==> src/rtl/txd_pkg.sv <==
package txd_pkg;

    // Descriptor layout
    localparam int DESC_BYTES = 16;
    localparam int WORD_BYTES = 4;

    // Word 0 / word 1 bit positions
    localparam int OWN_BIT   = 31;
    localparam int LAST_BIT  = 30;
    localparam int FIRST_BIT = 29;
    localparam int SETUP_BIT = 27;
    localparam int WRAP_BIT  = 25;

    // Completion codes written back to word 0
    localparam logic [31:0] STAT_DONE  = 32'h0000_0000;
    localparam logic [31:0] STAT_FAIL  = 32'h0000_8000;
    localparam logic [31:0] STAT_SETUP = 32'h7FFF_FFFF;

    typedef enum logic [3:0] {
        S_IDLE,
        S_RSTAT,
        S_RCTRL,
        S_RBUFA,
        S_DECIDE,
        S_BREAD,
        S_BLOAD,
        S_EMIT,
        S_SREAD,
        S_SPUSH,
        S_WBACK
    } txd_state_e;

endpackage

==> src/rtl/txd_poll_gate.sv <==
module txd_poll_gate #(
    parameter int          DATA_W   = 32,
    parameter logic [31:0] POLL_VAL = 32'd1
) (
    input  logic              clk,
    input  logic              rst_n,
    input  logic              run,
    input  logic              wr,
    input  logic [DATA_W-1:0] wdata,
    input  logic              consume,
    output logic              go
);
    logic pend_q;
    logic hit;

    assign hit = wr && run && (wdata == DATA_W'(POLL_VAL));
    assign go  = pend_q || hit;

    always_ff @(posedge clk or negedge rst_n) begin
        if (!rst_n) begin
            pend_q <= 1'b0;
        end else if (!run || consume) begin
            pend_q <= 1'b0;
        end else if (hit) begin
            pend_q <= 1'b1;
        end
    end
endmodule

==> src/rtl/txd_ring_ptr.sv <==
module txd_ring_ptr
    import txd_pkg::*;
#(
    parameter int ADDR_W = 32
) (
    input  logic              clk,
    input  logic              rst_n,
    input  logic [ADDR_W-1:0] base,
    input  logic              load_base,
    input  logic              advance,
    input  logic              wrap,
    output logic [ADDR_W-1:0] cur
);
    logic [ADDR_W-1:0] cur_q;

    always_ff @(posedge clk or negedge rst_n) begin
        if (!rst_n) begin
            cur_q <= '0;
        end else if (load_base) begin
            cur_q <= base;
        end else if (advance) begin
            cur_q <= wrap ? base : cur_q + ADDR_W'(DESC_BYTES);
        end
    end

    assign cur = cur_q;
endmodule

==> src/rtl/txd_byte_sel.sv <==
module txd_byte_sel #(
    parameter int LANES  = 4,
    parameter int LANE_W = $clog2(LANES)
) (
    input  logic [LANES*8-1:0] word,
    input  logic [LANE_W-1:0]  lane,
    output logic [7:0]         byte_o
);
    logic [7:0] lane_b [LANES];

    for (genvar g = 0; g < LANES; g++) begin : g_lane
        assign lane_b[g] = word[g*8 +: 8];
    end

    assign byte_o = lane_b[lane];
endmodule

==> src/rtl/txd_engine.sv <==
module txd_engine
    import txd_pkg::*;
#(
    parameter int ADDR_W = 32,
    parameter int DATA_W = 32,
    parameter int LEN_W  = 11,
    parameter int IDX_W  = LEN_W - 2
) (
    input  logic              clk,
    input  logic              rst_n,
    input  logic              tx_run,
    input  logic [ADDR_W-1:0] ring_base,
    input  logic              poll_wr,
    input  logic [DATA_W-1:0] poll_data,
    output logic              mem_req,
    output logic              mem_we,
    output logic [ADDR_W-1:0] mem_addr,
    output logic [DATA_W-1:0] mem_wdata,
    input  logic [DATA_W-1:0] mem_rdata,
    output logic              out_valid,
    input  logic              out_ready,
    output logic [7:0]        out_data,
    output logic              out_last,
    output logic              setup_valid,
    output logic [IDX_W-1:0]  setup_index,
    output logic [DATA_W-1:0] setup_data,
    output logic              tx_err
);
    localparam int LANES    = DATA_W / 8;
    localparam int LANE_W   = $clog2(LANES);
    localparam logic [LANE_W-1:0] LANE_END = LANE_W'(LANES - 1);
    localparam logic [ADDR_W-1:0] W1_OFS   = ADDR_W'(WORD_BYTES);
    localparam logic [ADDR_W-1:0] W2_OFS   = ADDR_W'(2 * WORD_BYTES);
    localparam logic [LEN_W-1:0]  WORD_LEN = LEN_W'(WORD_BYTES);

    txd_state_e state_q, state_d;

    logic [ADDR_W-1:0] cur;
    logic [ADDR_W-1:0] ptr_q;
    logic [DATA_W-1:0] word_q;
    logic [DATA_W-1:0] wb_q;
    logic [LANE_W-1:0] lane_q;
    logic [LEN_W-1:0]  left_q;
    logic [LEN_W-1:0]  len_q;
    logic [IDX_W-1:0]  sidx_q;
    logic              last_q, first_q, setup_q, wrap_q, err_q;

    logic poll_go, consume, load_base, advance;
    logic fire, bad_desc;
    logic [7:0] lane_byte;

    txd_poll_gate #(.DATA_W(DATA_W)) u_poll (
        .clk     (clk),
        .rst_n   (rst_n),
        .run     (tx_run),
        .wr      (poll_wr),
        .wdata   (poll_data),
        .consume (consume),
        .go      (poll_go)
    );

    txd_ring_ptr #(.ADDR_W(ADDR_W)) u_ptr (
        .clk       (clk),
        .rst_n     (rst_n),
        .base      (ring_base),
        .load_base (load_base),
        .advance   (advance),
        .wrap      (wrap_q),
        .cur       (cur)
    );

    txd_byte_sel #(.LANES(LANES)) u_sel (
        .word   (word_q),
        .lane   (lane_q),
        .byte_o (lane_byte)
    );

    assign fire     = (state_q == S_EMIT) && out_ready;
    assign bad_desc = (len_q == '0) || (!setup_q && !(first_q && last_q));

    // State register
    always_ff @(posedge clk or negedge rst_n) begin
        if (!rst_n) state_q <= S_IDLE;
        else        state_q <= state_d;
    end

    // Next state
    always_comb begin
        state_d = state_q;
        unique case (state_q)
            S_IDLE:   if (tx_run && poll_go) state_d = S_RSTAT;
            S_RSTAT:  state_d = S_RCTRL;
            S_RCTRL:  state_d = mem_rdata[OWN_BIT] ? S_RBUFA : S_IDLE;
            S_RBUFA:  state_d = S_DECIDE;
            S_DECIDE: begin
                if (bad_desc)     state_d = S_WBACK;
                else if (setup_q) state_d = S_SREAD;
                else              state_d = S_BREAD;
            end
            S_BREAD:  state_d = S_BLOAD;
            S_BLOAD:  state_d = S_EMIT;
            S_EMIT: begin
                if (fire && left_q == LEN_W'(1)) state_d = S_WBACK;
                else if (fire && lane_q == LANE_END) state_d = S_BREAD;
            end
            S_SREAD:  state_d = S_SPUSH;
            S_SPUSH:  state_d = (left_q <= WORD_LEN) ? S_WBACK : S_SREAD;
            S_WBACK:  state_d = tx_run ? S_RSTAT : S_IDLE;
            default:  state_d = S_IDLE;
        endcase
    end

    // Outputs
    always_comb begin
        mem_req     = 1'b0;
        mem_we      = 1'b0;
        mem_addr    = cur;
        mem_wdata   = wb_q;
        out_valid   = 1'b0;
        out_data    = lane_byte;
        out_last    = 1'b0;
        setup_valid = 1'b0;
        setup_index = sidx_q;
        setup_data  = mem_rdata;
        tx_err      = 1'b0;
        consume     = 1'b0;
        load_base   = 1'b0;
        advance     = 1'b0;
        unique case (state_q)
            S_IDLE: begin
                load_base = !tx_run;
                consume   = tx_run && poll_go;
            end
            S_RSTAT: mem_req = 1'b1;
            S_RCTRL: begin
                mem_req  = mem_rdata[OWN_BIT];
                mem_addr = cur + W1_OFS;
            end
            S_RBUFA: begin
                mem_req  = 1'b1;
                mem_addr = cur + W2_OFS;
            end
            S_DECIDE: ;
            S_BREAD, S_SREAD: begin
                mem_req  = 1'b1;
                mem_addr = ptr_q;
            end
            S_BLOAD: ;
            S_EMIT: begin
                out_valid = 1'b1;
                out_last  = (left_q == LEN_W'(1));
            end
            S_SPUSH: setup_valid = 1'b1;
            S_WBACK: begin
                mem_req = 1'b1;
                mem_we  = 1'b1;
                tx_err  = err_q;
                advance = 1'b1;
            end
            default: ;
        endcase
    end

    // Datapath registers
    always_ff @(posedge clk or negedge rst_n) begin
        if (!rst_n) begin
            ptr_q   <= '0;
            word_q  <= '0;
            wb_q    <= '0;
            lane_q  <= '0;
            left_q  <= '0;
            len_q   <= '0;
            sidx_q  <= '0;
            last_q  <= 1'b0;
            first_q <= 1'b0;
            setup_q <= 1'b0;
            wrap_q  <= 1'b0;
            err_q   <= 1'b0;
        end else begin
            unique case (state_q)
                S_RBUFA: begin
                    len_q   <= mem_rdata[LEN_W-1:0];
                    last_q  <= mem_rdata[LAST_BIT];
                    first_q <= mem_rdata[FIRST_BIT];
                    setup_q <= mem_rdata[SETUP_BIT];
                    wrap_q  <= mem_rdata[WRAP_BIT];
                end
                S_DECIDE: begin
                    ptr_q  <= {mem_rdata[ADDR_W-1:2], 2'b00};
                    left_q <= len_q;
                    sidx_q <= '0;
                    err_q  <= bad_desc;
                    if (bad_desc)     wb_q <= STAT_FAIL;
                    else if (setup_q) wb_q <= STAT_SETUP;
                    else              wb_q <= STAT_DONE;
                end
                S_BLOAD: begin
                    word_q <= mem_rdata;
                    lane_q <= '0;
                end
                S_EMIT: begin
                    if (fire) begin
                        left_q <= left_q - LEN_W'(1);
                        lane_q <= lane_q + LANE_W'(1);
                        if (lane_q == LANE_END) ptr_q <= ptr_q + W1_OFS;
                    end
                end
                S_SPUSH: begin
                    ptr_q  <= ptr_q + W1_OFS;
                    sidx_q <= sidx_q + IDX_W'(1);
                    left_q <= (left_q > WORD_LEN) ? left_q - WORD_LEN : '0;
                end
                default: ;
            endcase
        end
    end
endmodule

==> config.mk <==
export PLATFORM = sky130hd
export DESIGN_NAME = txd_engine
export DESIGN_NICKNAME = d
export VERILOG_FILES = /design/src/rtl/txd_pkg.sv /design/src/rtl/txd_poll_gate.sv /design/src/rtl/txd_ring_ptr.sv /design/src/rtl/txd_byte_sel.sv /design/src/rtl/txd_engine.sv
export SDC_FILE = /design/constraint.sdc
export NUM_CORES = 1
export LEC_CHECK = 0
export ABC_CLOCK_PERIOD_IN_PS = 6100
export CAP_MARGIN = 15
export CORE_MARGIN = 3
export CORE_UTILIZATION = 25
export DETAILED_ROUTE_END_ITERATION = 6
export DONT_BUFFER_PORTS = 1
export GPL_TIMING_DRIVEN = 0
export MAX_ROUTING_LAYER = met4
export PLACE_DENSITY = 0.39
export SLEW_MARGIN = 20
export SYNTH_ARGS = -nofsm -noshare
export SYNTH_HDL_FRONTEND = slang
export SYNTH_HIERARCHICAL = 1
export SYNTH_SLANG_ARGS = --single-unit
==> constraint.sdc <==
create_clock -name clk -period 6.1 [get_ports clk]
set_clock_uncertainty 0.15 [all_clocks]
set_input_delay 1.525 -clock clk [delete_from_list [all_inputs] [get_ports clk]]
set_output_delay 1.525 -clock clk [all_outputs]
set_load 0.05 [all_outputs]
# After elaboration in Yosys (flattened, before gate mapping)

Cells that the tools add are included.

Register bits: 171
Output and inout port bits: 119
Input port bits: 101
Logic and storage cells: 108

Muxes and demuxes: 37
Bitwise gates (word level): 1
Reduce and logical (&&, ||, !) cells: 27
Magnitude comparators: 3
Eq/ne operators: 17
Add/sub/neg operators: 8

Operator list:

| cell                                                            | count |
|---|---|
| one-hot mux 32 bit (3 select lines)                             | 2 |
| 2-to-1 mux 32 bit                                               | 5 |
| adder 32 x 3 -> 32 bit, second input constant                   | 2 |
| 2-to-1 mux 31 bit                                               | 2 |
| one-hot mux 4 bit (11 select lines)                             | 1 |
| one-hot mux 11 bit (3 select lines)                             | 1 |
| adder 32 x 4 -> 32 bit, second input constant                   | 1 |
| adder 32 x 5 -> 32 bit, second input constant                   | 1 |
| equality test 32 x 1 -> 1 bit, second input constant            | 1 |
| 2-to-1 mux 11 bit                                               | 2 |
| 2-to-1 mux 4 bit                                                | 5 |
| one-hot mux 9 bit (2 select lines)                              | 1 |
| binary-select mux 8 bit (select 2 bit)                          | 1 |
| equality test 4 x 3 -> 1 bit, second input constant             | 4 |
| 2-to-1 mux 8 bit                                                | 2 |
| equality test 4 bit, second input constant                      | 3 |
| equality test 11 x 1 -> 1 bit, second input constant            | 1 |
| greater-than comparator 11 x 3 -> 1 bit, second input constant  | 1 |
| less-or-equal comparator 11 x 3 -> 1 bit, second input constant | 1 |
| logical NOT 11 bit                                              | 1 |
| subtractor 11 x 1 -> 11 bit, second input constant              | 1 |
| subtractor 11 x 3 -> 11 bit, second input constant              | 1 |
| 2-to-1 mux 1 bit                                                | 10 |
| adder 9 x 1 -> 9 bit, second input constant                     | 1 |
| 22 further kinds                                                | 42 |

# Depth between registers and ports, before layout

Gate-level depths: netlist (run 1).

Word-level depth: 7
Depth in mapped cells: 12
Gate-level depth less buffers: 9

# Modules after synthesis

Netlist (run 1), hierarchy kept.

By module, submodules not included:

| module        | area an instance (µm²) | seq. area each (µm²) | times used | cells an instance |
|---|---|---|---|---|
| txd_engine    | 7500.9                 | 2652.5               | 1          | 893 |
| txd_ring_ptr  | 1960.6                 | 800.8                | 1          | 234 |
| txd_byte_sel  | 196.4                  | 0.0                  | 1          | 10 |
| txd_poll_gate | 136.4                  | 25.0                 | 1          | 17 |

# Least setup slack after synthesis (run 1)

OpenSTA, ideal clock, no wires.

Path type: register -> output
From: reg state_q[3]
To: out mem_addr[27]
Setup slack: 1.076 ns
Data required time: 4.425 ns
Arrival time: 3.349 ns
Path buffers: 2
Stages on the path, launching flop included: 7
Cells stage by stage: dfrtp_1 buf_6 or4b_4 clkbuf_1 nor2_2 nor2b_1 o311ai_0

Cells in the longest elaborated chain, start to end: 3
Elaborated cells between the ends (all ways): 6
Those cells by class: eq/ne (4); mux (1); reduce/logical (1)

Ends and longest elaborated chain:

| item                                                                       | RTL line          | text |
|---|---|---|
| start, declared                                                            | txd_engine.sv:36  | `txd_state_e state_q, state_d;` |
| start signal, assigned                                                     | txd_engine.sv:84  | `else state_q <= state_d;` |
| equality test 4 x 3 -> 1 bit / equality test 4 bit (equally long branches) | txd_engine.sv:129 | `unique case (state_q)` |
| OR reduction 2 bit                                                         | -                 |  |
| one-hot mux 32 bit (3 select lines) (*)                                    | txd_engine.sv:129 |  |
| end, declared                                                              | txd_engine.sv:17  | `output logic [ADDR_W-1:0] mem_addr,` |

Every way passes the cells marked *; elsewhere a longest branch is shown, timed or not.

# Worst setup path after layout (run 1)

From: reg state_q[1]
To: out mem_addr[28]

The elaborated chain is that of the path after synthesis.

==> flow_summary_export.csv, run 1 <==
group,metric,value,unit
run_status,status,"finished, final reports clean",
global_route,grt_pass1_vias,8926,
global_route,track_usage,0.198,
sta,tightest_slew,1.24,ns
power,power.leakage,4.54,nW
synthesis,yosys_most_used_dff,"dfrtp_1",
clock_network,post_cts_buffers,0,
cells_and_area,drive_gt1_frac,0.177,
clock_network,clock_path_buffers,2,
critical_path,crit_chain,"clkbuf_2 -> nor4b_1 -> a22oi_1 -> and4_4 -> o221a_2 -> o21ai_1",
sta,rsz0062_at_grt,"false",
sta,hold_violations,0,
cells_and_area,final_core_util,0.292,
synthesis,synth_most_common_cell,"nand2_1",
critical_path,cp_slowest_cell,"o21ai_1",
global_route,grt_max_degree,140,
synthesis,synth_seq_area_share,0.355,
clock_network,h-tree-depth,4,
sta,fmax,194,MHz
placed_design,dp_cells,1669,
clock_network,clk_pin_slew,0.07,ns
clock_network,cts_resized,0,
synthesis,ys_seq_elements,139,
drt,first_iter_violations,879,
synthesis,synthDistinctLibCells,94,
critical_path,crit_path_max_incr_delay,0.85,ns
die,coreArea,38100,µm²
drt,wl,41100,µm
die,row_count,71,
synthesis,netlist.area_leader.share,0.355,
drt,routedWlPerCell,24.2,µm
cells_and_area,fin_cells,1700,
placed_design,dp_hpwl,30800,µm
drt,dr.pass1.iters,5,
placed_design,gp_congestion,0.887,
placed_design,post-place-ws,1.20,ns
drt,viasPerCell,5.53,
critical_path,critPathKind,"reg -> out",
synthesis,synth_edf_count,0,
clock_network,cts_buffers,17,
sta,slew_headroom,0.169,
die,io_pins,220,
critical_path,crit_fanout,10,
cells_and_area,register_area,3480,µm²
global_route,antenna_found_initial,0,
critical_path,cp.arrival,3.49,ns
critical_path,cp_num_buf_inv,1,
synthesis,yosysTopAreaCell,"dfrtp_1",
die,die_area,41600,µm²
clock_network,cts_root_buf,"clkbuf_16",
synthesis,syn_area,9790,µm²
drt,antenna_left,0,
clock_network,tritoncts,"done",
synthesis,synth_common_cells,"nand2_1, dfrtp_1, nor2_1",
min_path,min_path_type,"reg -> reg",
cells_and_area,fin_nets,1289,
die,die_h,204,µm
sta,final-setup-viol-count,0,
power,p_per_area,212,nW/µm²
synthesis,syn-num-nets,1266,
critical_path,endpoint_kind,"output port",
die,die_w,204,µm
synthesis,synth_cells,1154,
synthesis,synthTopCellsByArea,"dfrtp_1, nand2_1, buf_4",
clock_network,cts_hold_buf,0,
placed_design,portBuffers,0,
sta,timing.final.crit_share,0.846,
drt,vias,9397,
synthesis,ys_warn_count,6,
drt,drcViolationCount,0,
critical_path,crit_path_start_kind,"flop",
cells_and_area,diodes,0,
cells_and_area,area.growth.synth_to_final,13.6,%
clock_network,insertion_delay,0.44,ns
critical_path,path_delay_family,"compound AO/OA/AOI/OAI gates",
sta,fin_ws,0.938,ns
cells_and_area,num-fill-cells,4086,
die,initial_core_util,0.257,
synthesis,synthArstFlopShare,1.00,
job,max_cap_viol_count,0,
global_route,grt_pass1_wl,60500,µm
power,max-vdd-ir-drop,0.172,mV
sta,period_minus_slack,5.16,ns
critical_path,worstPathRequired,4.43,ns
cells_and_area,multiInputGateArea,5550,µm²
clock_network,cts_sinks,139,
sta,slew_viol_final,0,
synthesis,synth.avg_cell_area,8.49,µm²
global_route,gr-total-overflow,0,
==> layout by cell type, fill, tap and decap left out, types with 20 or more instances in the layout <==
cell / n
buf_4: 66
nand2_1: 170
dfrtp_1: 138
mux2_2: 35
o21ai_0: 53
nand3_1: 51
nor2_1: 87
and3_1: 21
clkbuf_1: 35
nand4_1: 39
a21oi_1: 69
nor3_1: 20
==> power by group <==
part	switching, mW	total [mW]	internal (mW)
Clock	0.476	1.09	0.611
Sequential	0.0609	1.00	0.940
Combinational	0.199	0.271	0.0719
==> logic make-up after synthesis <==
kind of cell / after synthesis / synth area share
xor+xnor: 1 / 0.000894
other cells: 1 / 0.000383
flops: 139 / 0.355
compound gates: 313 / 0.219
simple gates: 493 / 0.261
fa+ha+maj: 11 / 0.0141
mux: 49 / 0.0648
buf+inv: 147 / 0.0851
==> flip-flops by register name, indices dropped and copies added (netlist names), 2 cells and up <==
| register | count |
|---|---|
| u_ptr/cur | 32 |
| word_q | 32 |
| ptr_q | 30 |
| left_q | 11 |
| len_q | 11 |
| setup_index | 9 |
| state_q | 4 |
| lane_q | 2 |
| mem_wdata | 2 |
==> cell type report <==
| cell class | count | share of cell area |
|---|---|---|
| clock buffer | 17 | 0.0382 |
| inverter | 19 | 0.00641 |
| tap | 511 | 0.0575 |
| buffer | 128 | 0.0685 |
| clock inverter | 14 | 0.0147 |
| multi-input combinational | 868 | 0.499 |
| sequential | 139 | 0.313 |
| timing repair buffer | 4 | 0.00337 |
==> routing by layer <==
layer  up-vias  part of all wire  global-route usage  wire length, µm
met1      4726              0.46               0.271            19100
li1       4337                 -                   -                -
met4         0             0.014              0.0433              578
met5         -                 0                   -                0
met3        22             0.068              0.0518             2800
met2       312              0.45               0.297            18700
==> final timing paths <==
kind / startpoint / to / cells after the start / slack (ns)
worst max register to register: state_q[3] / u_ptr/cur[25] / 8 / 2.43
min in group asynchronous: rst_n / u_ptr/cur[19] / 0 / 0.64
max in group asynchronous: rst_n / left_q[0] / 0 / 4.75
worst min register to register: u_ptr/cur[0] / u_ptr/cur[0] / 2 / 0.31
worst min-delay path: u_ptr/cur[0] / u_ptr/cur[0] / 2 / 0.31
worst max-delay path: state_q[1] / mem_addr[28] / 6 / 0.94
==> metrics by stage <==
stage	hold WS [ns]	area (µm²)	power, mW	TNS [ns]
after floorplan	0.280	9790	1.21	0
after global placement	0.299	10400	1.28	-0.0496
after detailed placement	0.297	10500	1.28	0
after CTS	0.312	11100	2.39	0
after global routing	0.346	11100	2.45	0
final	0.308	11100	2.36	0
==> worst min-delay path, cell delays in order, from the launching register on <==
cell,delay [ns]
dfrtp_1,0.33
nand2_1,0.05
nand2_1,0.05
Note: power is estimated with default switching activity, not from simulation.
==> inputs of run 2 (changes only) <==
ABC_AREA = 1   (was not set)
ABC_CLOCK_PERIOD_IN_PS = 5300   (was 6100)
clock period = 5.3 ns   (was 6.1 ns; I/O delays follow)
==> run 2 against run 1 <==
  * Setup slack got worse by 0.025 ns
  * Core utilization down 0.34 points
  * Cell count is 42% higher
==> flow_summary_export.csv, run 2 <==
group,metric,value,unit
run_status,status,"finished, final reports clean",
global_route,grt_max_degree,140,
die,die_area,47100,µm²
power,p_per_area,225,nW/µm²
synthesis,ys_warn_count,6,
cells_and_area,num-fill-cells,4964,
critical_path,crit_path_start_kind,"flop",
power,max-vdd-ir-drop,0.265,mV
job,max_cap_viol_count,0,
die,coreArea,43600,µm²
sta,hold_violations,0,
synthesis,yosysTopAreaCell,"dfrtp_1",
cells_and_area,area.growth.synth_to_final,12.8,%
cells_and_area,final_core_util,0.289,
drt,wl,45500,µm
critical_path,cp_slowest_cell,"dfrtp_1",
sta,timing.final.crit_share,0.828,
synthesis,ys_seq_elements,139,
clock_network,post_cts_buffers,0,
placed_design,dp_cells,2386,
die,die_w,217,µm
clock_network,clk_pin_slew,0.07,ns
critical_path,crit_chain,"ha_1 -> nand2_1 -> nor2_1 -> nand2_1 -> nor2_2 -> o21ai_0 -> o21ai_0 -> nand2_1",
synthesis,synth_common_cells,"nand2_1, nor2_1, inv_1",
sta,hold_slack,0.325,ns
sta,rsz0062_at_grt,"false",
power,power.leakage,5.85,nW
clock_network,h-tree-depth,4,
drt,antenna_left,0,
sta,slew_headroom,0.315,
drt,routedWlPerCell,18.8,µm
synthesis,synth_cells,1796,
clock_network,cts_root_buf,"clkbuf_16",
synthesis,synth_most_common_cell,"nand2_1",
synthesis,synth_edf_count,0,
global_route,grt_pass1_wl,68700,µm
cells_and_area,mostFrequentLayoutCells,"nand2_1, nor2_1, inv_1",
placed_design,portBuffers,0,
critical_path,crit_path_max_incr_delay,0.61,ns
synthesis,synth_seq_area_share,0.312,
die,die_h,217,µm
clock_network,cts_buffers,17,
synthesis,netlist.area_leader.share,0.312,
sta,tightest_slew,1.02,ns
critical_path,cp.arrival,2.91,ns
drt,dr.pass1.iters,6,
clock_network,cts_sinks,139,
clock_network,clock_path_buffers,2,
synthesis,yosys_most_used_dff,"dfrtp_1",
min_path,min_path_type,"reg -> reg",
clock_network,cts_hold_buf,0,
critical_path,crit_fanout,8,
cells_and_area,drive_gt1_frac,0.107,
drt,viasPerCell,4.73,
synthesis,synthTopCellsByArea,"dfrtp_1, nand2_1, nor2_1",
global_route,track_usage,0.200,
critical_path,worstPathRequired,3.83,ns
sta,final-setup-viol-count,0,
cells_and_area,fin_nets,1932,
cells_and_area,fin_cells,2418,
clock_network,insertion_delay,0.48,ns
placed_design,gp_congestion,0.858,
clock_network,cts_resized,0,
drt,first_iter_violations,912,
die,initial_core_util,0.256,
sta,slew_viol_final,0,
cells_and_area,final_common_cell,"nand2_1",
die,io_pins,220,
power,totalPowerFinal,2.82,mW
synthesis,synthDistinctLibCells,47,
synthesis,synth.avg_cell_area,6.20,µm²
sta,fmax,228,MHz
synthesis,syn-num-nets,1908,
synthesis,synthArstFlopShare,1.00,
die,row_count,76,
drt,drcViolationCount,0,
global_route,gr-total-overflow,0,
synthesis,syn_area,11100,µm²
sta,period_minus_slack,4.39,ns
sta,setup_tns,0,ns
critical_path,cpMostUsedCell,"nand2_1",
cells_and_area,diodes,0,
global_route,grt_pass1_vias,11100,
critical_path,critPathKind,"reg -> out",
critical_path,endpoint_kind,"output port",
placed_design,dp_hpwl,35800,µm
global_route,antenna_found_initial,0,
drt,vias,11400,
clock_network,tritoncts,"done",
run 2: power by group:
group / switching, mW / internal, mW
logic: 0.262 / 0.0859
registers: 0.0773 / 1.09
clock network: 0.588 / 0.726
run 2: path summary, 6_finish.rpt:
kind / start / end / slack [ns] / cells past startpoint
hold / removal: word_q[21] / word_q[21] / 0.33 / 2
max in group asynchronous: rst_n / u_ptr/cur[29] / 4.33 / 0
hold reg to reg: word_q[21] / word_q[21] / 0.33 / 2
min in group asynchronous: rst_n / word_q[9] / 0.39 / 0
setup reg to reg: state_q[2] / u_ptr/cur[5] / 2.67 / 10
setup / recovery: u_ptr/cur[2] / mem_addr[14] / 0.91 / 8
run 2: metrics by stage:
step,area (µm²),setup slack [ns]
3_5_place_dp,12000,1.39
5_1_grt,12600,0.554
2_1_floorplan,11100,1.50
3_3_place_gp,11900,0.971
6_report,12600,0.913
4_1_cts,12600,0.843
run 2: critical path, delay by kind of cell, from the launching register on:
family | cells | cell delay (ns)
simple gates | 5 | 1.14
flops | 1 | 0.61
compound gates | 2 | 0.39
fa+ha+maj | 1 | 0.27
run 2: kinds of logic (layout without fill, tap and decap cells):
family	Yosys count	in the layout	share of synthesized area
AO/OA/AOI/OAI	215	215	0.109
XOR/XNOR	15	15	0.0118
adder cells (fa/ha/maj)	11	11	0.0124
buffers and inverters	308	345	0.135
flip-flops	139	139	0.312
other	1	1	0.000337
AND/OR/NAND/NOR	1107	1107	0.419
run 2: final cells by class:
type / count / area [µm²] / area share
Clock inverter: 14 / 174 / 0.0138
Buffer: 104 / 727 / 0.0578
Clock buffer: 18 / 439 / 0.0349
Tap cell: 585 / 732 / 0.0582
Multi-Input combinational cell: 1349 / 6190 / 0.493
Timing Repair Buffer: 5 / 45.0 / 0.00358
Inverter: 204 / 779 / 0.0620
Sequential cell: 139 / 3480 / 0.277
run 2: routing by layer:
metal,share of wire,GRT usage,up-vias
met5,0,-,-
li1,-,-,5692
met2,0.46,0.313,341
met1,0.47,0.264,5358
met3,0.053,0.0384,42
met4,0.020,0.0568,0
